## src/rtl/i2c_ptr_pkg.sv

```systemverilog
package i2c_ptr_pkg;
   typedef enum logic [2:0] {
      ST_IDLE, ST_ADDR, ST_CMD, ST_WR, ST_RD, ST_MACK, ST_SACK, ST_SKIP
   } tgt_state_e;
   localparam int BYTE_W = 8;
endpackage

```

## src/rtl/i2c_line_sync.sv

```systemverilog
module i2c_line_sync #(
   parameter int STAGES = 2
) (
   input  logic clk,
   input  logic rst_n,
   input  logic scl_in,
   input  logic sda_in,
   output logic scl_lvl,
   output logic sda_lvl,
   output logic scl_rise,
   output logic scl_fall,
   output logic start_det,
   output logic stop_det
);
   if (STAGES < 2) begin : g_bad_stages
      $error("i2c_line_sync: STAGES must be at least 2");
   end

   logic [STAGES-1:0] scl_sh, sda_sh;
   logic scl_d, sda_d;

   for (genvar i = 0; i < STAGES; i++) begin : g_chain
      if (i == 0) begin : g_first
         always_ff @(posedge clk or negedge rst_n)
            if (!rst_n) begin
               scl_sh[0] <= 1'b1;
               sda_sh[0] <= 1'b1;
            end else begin
               scl_sh[0] <= scl_in;
               sda_sh[0] <= sda_in;
            end
      end else begin : g_next
         always_ff @(posedge clk or negedge rst_n)
            if (!rst_n) begin
               scl_sh[i] <= 1'b1;
               sda_sh[i] <= 1'b1;
            end else begin
               scl_sh[i] <= scl_sh[i-1];
               sda_sh[i] <= sda_sh[i-1];
            end
      end
   end

   always_ff @(posedge clk or negedge rst_n)
      if (!rst_n) begin
         scl_d <= 1'b1;
         sda_d <= 1'b1;
      end else begin
         scl_d <= scl_lvl;
         sda_d <= sda_lvl;
      end

   assign scl_lvl   = scl_sh[STAGES-1];
   assign sda_lvl   = sda_sh[STAGES-1];
   assign scl_rise  = scl_lvl & ~scl_d;
   assign scl_fall  = ~scl_lvl & scl_d;
   assign start_det = scl_lvl & scl_d & sda_d & ~sda_lvl;
   assign stop_det  = scl_lvl & scl_d & ~sda_d & sda_lvl;
endmodule

```

## src/rtl/i2c_ptr_core.sv

```systemverilog
module i2c_ptr_core
   import i2c_ptr_pkg::*;
#(
   parameter logic [6:0] DEV_ADDR = 7'h55,
   parameter logic [7:0] CMD_MAX  = 8'h6B,
   parameter int         PTR_W    = 8
) (
   input  logic             clk,
   input  logic             rst_n,
   input  logic             scl_lvl,
   input  logic             sda_lvl,
   input  logic             scl_rise,
   input  logic             scl_fall,
   input  logic             start_det,
   input  logic             stop_det,
   input  logic [7:0]       reg_rdata,
   input  logic             reg_ro,
   output logic             sda_oe,
   output logic [PTR_W-1:0] reg_addr,
   output logic [7:0]       reg_wdata,
   output logic             reg_we
);
   localparam int CNT_W = $clog2(BYTE_W + 1);

   tgt_state_e       state, nxt;
   logic [CNT_W-1:0] bitn;
   logic [7:0]       shreg, txb;
   logic [PTR_W-1:0] ptr;
   logic             inc_pend, mack;

   always_ff @(posedge clk or negedge rst_n) begin
      if (!rst_n) begin
         state    <= ST_IDLE;
         nxt      <= ST_IDLE;
         bitn     <= '0;
         shreg    <= '0;
         txb      <= '0;
         ptr      <= '0;
         inc_pend <= 1'b0;
         mack     <= 1'b0;
         sda_oe   <= 1'b0;
         reg_we   <= 1'b0;
      end else begin
         reg_we <= 1'b0;
         if (start_det) begin
            state  <= ST_ADDR;
            bitn   <= '0;
            sda_oe <= 1'b0;
         end else if (stop_det) begin
            state  <= ST_IDLE;
            sda_oe <= 1'b0;
         end else begin
            case (state)
               ST_ADDR, ST_CMD, ST_WR: begin
                  if (scl_rise && bitn < CNT_W'(BYTE_W)) begin
                     shreg <= {shreg[6:0], sda_lvl};
                     bitn  <= bitn + 1'b1;
                  end else if (scl_fall && bitn == CNT_W'(BYTE_W)) begin
                     bitn <= '0;
                     if (state == ST_ADDR) begin
                        if (shreg[7:1] == DEV_ADDR) begin
                           sda_oe   <= 1'b1;
                           state    <= ST_SACK;
                           nxt      <= shreg[0] ? ST_RD : ST_CMD;
                           inc_pend <= 1'b0;
                        end else begin
                           state <= ST_SKIP;
                        end
                     end else if (state == ST_CMD) begin
                        if (shreg > CMD_MAX) begin
                           state <= ST_SKIP;
                        end else begin
                           ptr      <= PTR_W'(shreg);
                           sda_oe   <= 1'b1;
                           state    <= ST_SACK;
                           nxt      <= ST_WR;
                           inc_pend <= 1'b0;
                        end
                     end else begin
                        if (reg_ro) begin
                           state <= ST_SKIP;
                        end else begin
                           reg_we   <= 1'b1;
                           sda_oe   <= 1'b1;
                           state    <= ST_SACK;
                           nxt      <= ST_WR;
                           inc_pend <= 1'b1;
                        end
                     end
                  end
               end
               ST_SACK: if (scl_fall) begin
                  bitn  <= '0;
                  state <= nxt;
                  if (inc_pend) ptr <= ptr + 1'b1;
                  if (nxt == ST_RD) begin
                     txb    <= reg_rdata;
                     sda_oe <= ~reg_rdata[7];
                  end else begin
                     sda_oe <= 1'b0;
                  end
               end
               ST_RD: if (scl_fall) begin
                  if (bitn == CNT_W'(BYTE_W - 1)) begin
                     sda_oe <= 1'b0;
                     state  <= ST_MACK;
                  end else begin
                     txb    <= {txb[6:0], 1'b0};
                     sda_oe <= ~txb[6];
                     bitn   <= bitn + 1'b1;
                  end
               end
               ST_MACK: begin
                  if (scl_rise) begin
                     mack <= ~sda_lvl;
                     if (!sda_lvl) ptr <= ptr + 1'b1;
                  end else if (scl_fall) begin
                     bitn <= '0;
                     if (mack) begin
                        state  <= ST_RD;
                        txb    <= reg_rdata;
                        sda_oe <= ~reg_rdata[7];
                     end else begin
                        state <= ST_SKIP;
                     end
                  end
               end
               default: ;
            endcase
         end
      end
   end

   assign reg_addr  = ptr;
   assign reg_wdata = shreg;


   sda_low_phase_chk: assert property (@(posedge clk) disable iff (!rst_n)
      (sda_oe != $past(sda_oe)) |-> !scl_lvl);

   we_single_chk: assert property (@(posedge clk) disable iff (!rst_n)
      reg_we |=> !reg_we);

   we_not_ro_chk: assert property (@(posedge clk) disable iff (!rst_n)
      reg_we |-> !reg_ro);

   quiet_skip_chk: assert property (@(posedge clk) disable iff (!rst_n)
      (state == ST_SKIP || state == ST_IDLE) |-> !sda_oe);

   cmd_ceiling_chk: assert property (@(posedge clk) disable iff (!rst_n)
      (state == ST_SACK && nxt == ST_WR && !inc_pend) |-> (ptr <= PTR_W'(CMD_MAX)));
endmodule

```

## src/rtl/i2c_ptr_target.sv

```systemverilog
module i2c_ptr_target #(
   parameter logic [6:0] DEV_ADDR    = 7'h55,
   parameter logic [7:0] CMD_MAX     = 8'h6B,
   parameter int         PTR_W       = 8,
   parameter int         SYNC_STAGES = 2
) (
   input  logic             clk,
   input  logic             rst_n,
   input  logic             scl_in,
   input  logic             sda_in,
   output logic             sda_oe,
   output logic [PTR_W-1:0] reg_addr,
   output logic [7:0]       reg_wdata,
   output logic             reg_we,
   input  logic [7:0]       reg_rdata,
   input  logic             reg_ro
);
   if (PTR_W < 8) begin : g_bad_ptr
      $error("i2c_ptr_target: PTR_W must hold a full command byte");
   end

   logic scl_lvl, sda_lvl, scl_rise, scl_fall, start_det, stop_det;

   i2c_line_sync #(.STAGES(SYNC_STAGES)) u_sync (
      .clk(clk), .rst_n(rst_n), .scl_in(scl_in), .sda_in(sda_in),
      .scl_lvl(scl_lvl), .sda_lvl(sda_lvl), .scl_rise(scl_rise),
      .scl_fall(scl_fall), .start_det(start_det), .stop_det(stop_det));

   i2c_ptr_core #(.DEV_ADDR(DEV_ADDR), .CMD_MAX(CMD_MAX), .PTR_W(PTR_W)) u_core (
      .clk(clk), .rst_n(rst_n), .scl_lvl(scl_lvl), .sda_lvl(sda_lvl),
      .scl_rise(scl_rise), .scl_fall(scl_fall), .start_det(start_det),
      .stop_det(stop_det), .reg_rdata(reg_rdata), .reg_ro(reg_ro),
      .sda_oe(sda_oe), .reg_addr(reg_addr), .reg_wdata(reg_wdata),
      .reg_we(reg_we));
endmodule

```

## config.mk

```make
export PLATFORM = sky130hd
export DESIGN_NAME = i2c_ptr_target
export DESIGN_NICKNAME = d
export VERILOG_FILES = /design/src/rtl/i2c_ptr_pkg.sv /design/src/rtl/i2c_line_sync.sv /design/src/rtl/i2c_ptr_core.sv /design/src/rtl/i2c_ptr_target.sv
export SDC_FILE = /design/constraint.sdc
export NUM_CORES = 1
export LEC_CHECK = 0
export BUFFER_PORTS_ARGS = -buffer_cell sky130_fd_sc_hd__buf_2
export CAP_MARGIN = 10
export CORE_UTILIZATION = 55
export CTS_BUF_LIST = sky130_fd_sc_hd__clkbuf_4
export DETAILED_ROUTE_END_ITERATION = 12
export PLACE_DENSITY = 0.76
export RECOVER_POWER = 100
export SLEW_MARGIN = 20
export SYNTH_ARGS = -nofsm -noshare
export SYNTH_HDL_FRONTEND = slang
export SYNTH_SLANG_ARGS = --single-unit
```

## constraint.sdc

```tcl
create_clock -name clk -period 2.36 [get_ports clk]
set_input_delay 0.472 -clock clk [delete_from_list [all_inputs] [get_ports clk]]
set_output_delay 0.472 -clock clk [all_outputs]
set_load 0.005 [all_outputs]
```

==> metrics.md <==
| Metric | Value |
|---|---|
| Yosys top cell by area | dfrtp_1 |
| Top FF cell, synth | dfrtp_1 |
| Hold_buf cts | 0 |
| Initial Util | 0.5824 |
| Vias/cell | 5.955 |
| Detailed placement HPWL | 3735 um |
| Final setup viols | 0 |
| Buffers on Ports | 30 |
| Cell variety after synth | 53 |
| CORE AREA | 4086 um^2 |
| Power per Cell Area | 711.8 nW/um^2 |
| Final instance area | 2665 um^2 |
| Syn Nets | 255 |
| Worst-case clock buffer depth | 2 |
| Seq cells post-synth | 43 |
| Met2 Usage GRT | 0.3812 |
| Fmax | 458.4 MHz |
| Max-slew headroom at the worst pin | 0.1774 |
| Data arrival time of the worst path | 2450 ps |
| Placer Congestion | 0.8729 |
| Top delay family on crit path | simple AND/OR/NAND/NOR gates |
| Buf+Inv Stages, Crit Path | 1 |
| RSZ-0062 raised after global routing | false |
| GR peak layer | met2 |
| Avg Cell Area, Syn | 9.957 um^2 |
| Run status | completed |
| Post-CTS Setup Bufs | 0 |
| Vias in the first global route | 1733 |
| Synth-to-Final Area Change | 11.99% |
| Final hold vios | 0 |
| Tightest Pin Transition | 1234 ps |
| GRT overflow | 0 |
| Site Rows | 23 |
| H-Tree Depth | 2 |
| Worst Path Required | 2630 ps |
| Post-route worst setup slack | 178.4 ps |
| Hold WC Path Type | in -> reg |
| NumNets Final | 296 |
| Worst slack at placement | 213.0 ps |
| Die Wd | 67.78 um |
| First-pass GRT wire length | 8017 um |
| IR drop worst, VDD | 0.4478 mV |
| Pre-antenna DRT Iters | 5 |
| Die Y | 67.78 um |
| Initial antenna violation count | 0 |
| Crit-path max cell delay | 630 ps |
| Leak pwr | 0.001164 uW |
| Critical-path maximum fanout | 8 |
| CP max-delay cell | dfstp_1 |
| Worst-skew pair later-pin latency | 360 ps |
| Clk_skew | 8.101 ps |
| Hold endpoint | u_sync.sda_sh[0] |
| Cells along the critical path | or3b_2 -> nor3_2 -> clkbuf_1 -> mux2_2 |
| FILL cells | 354 |
| # diodes | 0 |
| Share of cells above drive strength 1 | 0.2384 |
| Async S/R FF share, synth | 1.000 |
| Kind of critical path | reg -> reg |
| Via Count | 1971 |
| Clock Pin Slew Worst Setup and Hold Paths | 130 ps |
| Critical R2R Capture | u_core.reg_wdata[0] |
| Hold slack | 186.8 ps |
| Top cells by area, synth | dfrtp_1 (39%), mux2_2 (9.9%), dfstp_2 (6.6%) |
| Syn Inst Count | 239 |
| Post-route setup TNS | 0 ps |
| R2r setup slk | 180 ps |
| Seq/Total Area, Yosys | 0.4553 |
| Placed instance area | 2635 um^2 |
| Largest net degree at the start of global routing | 23 |
| TritonCTS clock tree | yes |
| Hold Crit Depth | 1 |
| Netlist Area Pre-Place | 2380 um^2 |
| Warnings from Yosys | 0 |
| HP Start | sda_in |
| CTS sink cnt | 43 |
| Min Tclk post-route | 2182 ps |
| Slew Viols, Final | 0 |
| Top Ports | 31 |
| Post-synth EDFFs | 0 |
| Top-area cell type share of the netlist area | 0.3891 |
| Antenna-violating nets left | 0 |
| CP Capture Type | flop |
| Reg2reg start | u_sync.scl_lvl |
| Post-CTS Resized | 0 |
| Routed WL | 5052 um |
| Clock Tree Root | clkbuf_4 |
| Per-cell routed wire length | 15.26 um |
| Post-route DRC | 0 |
| Die footprint | 4594 um^2 |
| Worst Reg2Reg Path Length in Cells | 4 |
| Tcrit/Tclk final | 0.9244 |
| Gr usage total | 0.2398 |
| CTS buffer count | 5 |
| GR Layer Usage met3 | 0.05405 |
| Max-cap viol count | 0 |
| Met1 Usage GRT | 0.3204 |
| 1st-iter DRT viols | 189 |
| Startpoint Class | flop |
-- cell usage after synthesis (2+ instances only) --
cell type	n
ha_1	3
a311oi_1	2
or3_1	2
o22ai_1	2
dfstp_2	6
nand2_1	22
nor4_1	3
nor3_1	3
nor2b_1	3
o21ai_0	16
nand3_1	12
or2_2	3
clkbuf_1	3
inv_1	12
a211oi_1	2
and3_1	2
a31oi_1	8
mux2i_1	4
nand2b_1	5
mux2_2	21
nand4b_1	2
buf_2	2
a21oi_1	19
nor2_1	12
nand4_1	5
and2_1	2
dfrtp_1	37
-- registers in the layout, summed over array words and instances, names as in the netlist --
name,count
u_core.bitn,4
u_core.reg_addr,8
u_sync.sda_lvl,1
u_sync.scl_d,1
u_sync.scl_lvl,1
u_sync.scl_sh,1
u_sync.sda_d,1
u_sync.sda_sh,1
u_core.state,3
u_core.mack,1
u_core.reg_wdata,8
u_core.reg_we,1
u_core.txb,7
u_core.inc_pend,1
u_core.nxt,3
u_core.sda_oe,1
-- stage by stage --
stage / util / cells / total power, uW
after global routing: 0.6522 / 331 / 2004
after floorplan: - / 239 / 1326
final: 0.6522 / 331 / 1897
after global placement: 0.6448 / 323 / 1542
after detailed placement: 0.6448 / 323 / 1557
after CTS: 0.6589 / 331 / 1918
-- cell families after synthesis --
kind of cell	share of synthesized area
compound gates	0.1798
mux	0.1162
fa+ha+maj	0.01577
buf+inv	0.03575
xor+xnor	0.003681
flops	0.4553
simple gates	0.1935
-- routing by layer --
| layer | vias to the layer above | share of wire |
|---|---|---|
| li1 | 966 | - |
| met1 | 921 | 0.45 |
| met2 | 74 | 0.46 |
| met3 | 10 | 0.065 |
| met4 | 0 | 0.019 |
| met5 | - | 0 |
-- report_power, final --
part           switching [uW]  internal [uW]  leakage, uW
clock network             249            114    0.0000272
logic                     305            267     0.000590
registers                 134            828     0.000547
total                     689           1210      0.00116
-- how the worst max path moves through the flow --
stage | slack [ps] | start | endpoint | depth (start not counted)
6_report | 180 | u_sync.scl_lvl | u_core.reg_wdata[0] | 4
5_1_grt | 90 | u_sync.scl_d | u_core.reg_addr[1] | 5
4_1_cts | 180 | u_core.reg_wdata[2] | u_core.nxt[1] | 6
3_5_place_dp | 210 | u_core.reg_wdata[2] | u_core.nxt[0] | 6
3_3_place_gp | 290 | u_core.reg_wdata[2] | u_core.nxt[1] | 6
2_1_floorplan | 330 | u_core.state[1] | u_core.reg_addr[0] | 6
-- cell type report --
class | instances | area, um^2 | area share
inverters | 12 | 45.04 | 0.01690
repair buffers | 41 | 201.4 | 0.07559
clock inverters | 3 | 20.02 | 0.007512
well taps | 50 | 62.56 | 0.02347
clock buffers | 5 | 37.54 | 0.01408
flip-flops and latches | 43 | 1084 | 0.4066
multi-input cells | 177 | 1215 | 0.4559
-- cell usage in the layout (no fill, tap or decap), drive strengths merged, types with 3 or more instances in the layout --
| cell type | instances |
|---|---|
| a21oi | 19 |
| buf | 24 |
| nand2 | 22 |
| mux2i | 4 |
| dfstp | 6 |
| nand4 | 5 |
| clkbuf | 22 |
| a31oi | 8 |
| nor4 | 3 |
| nor2b | 3 |
| inv | 12 |
| nand3 | 12 |
| dfrtp | 37 |
| mux2 | 21 |
| ha | 3 |
| o21ai | 16 |
| or2 | 3 |
| nand2b | 5 |
| nor3 | 4 |
| nor2 | 12 |
Note: power is estimated with default switching activity, not from simulation.
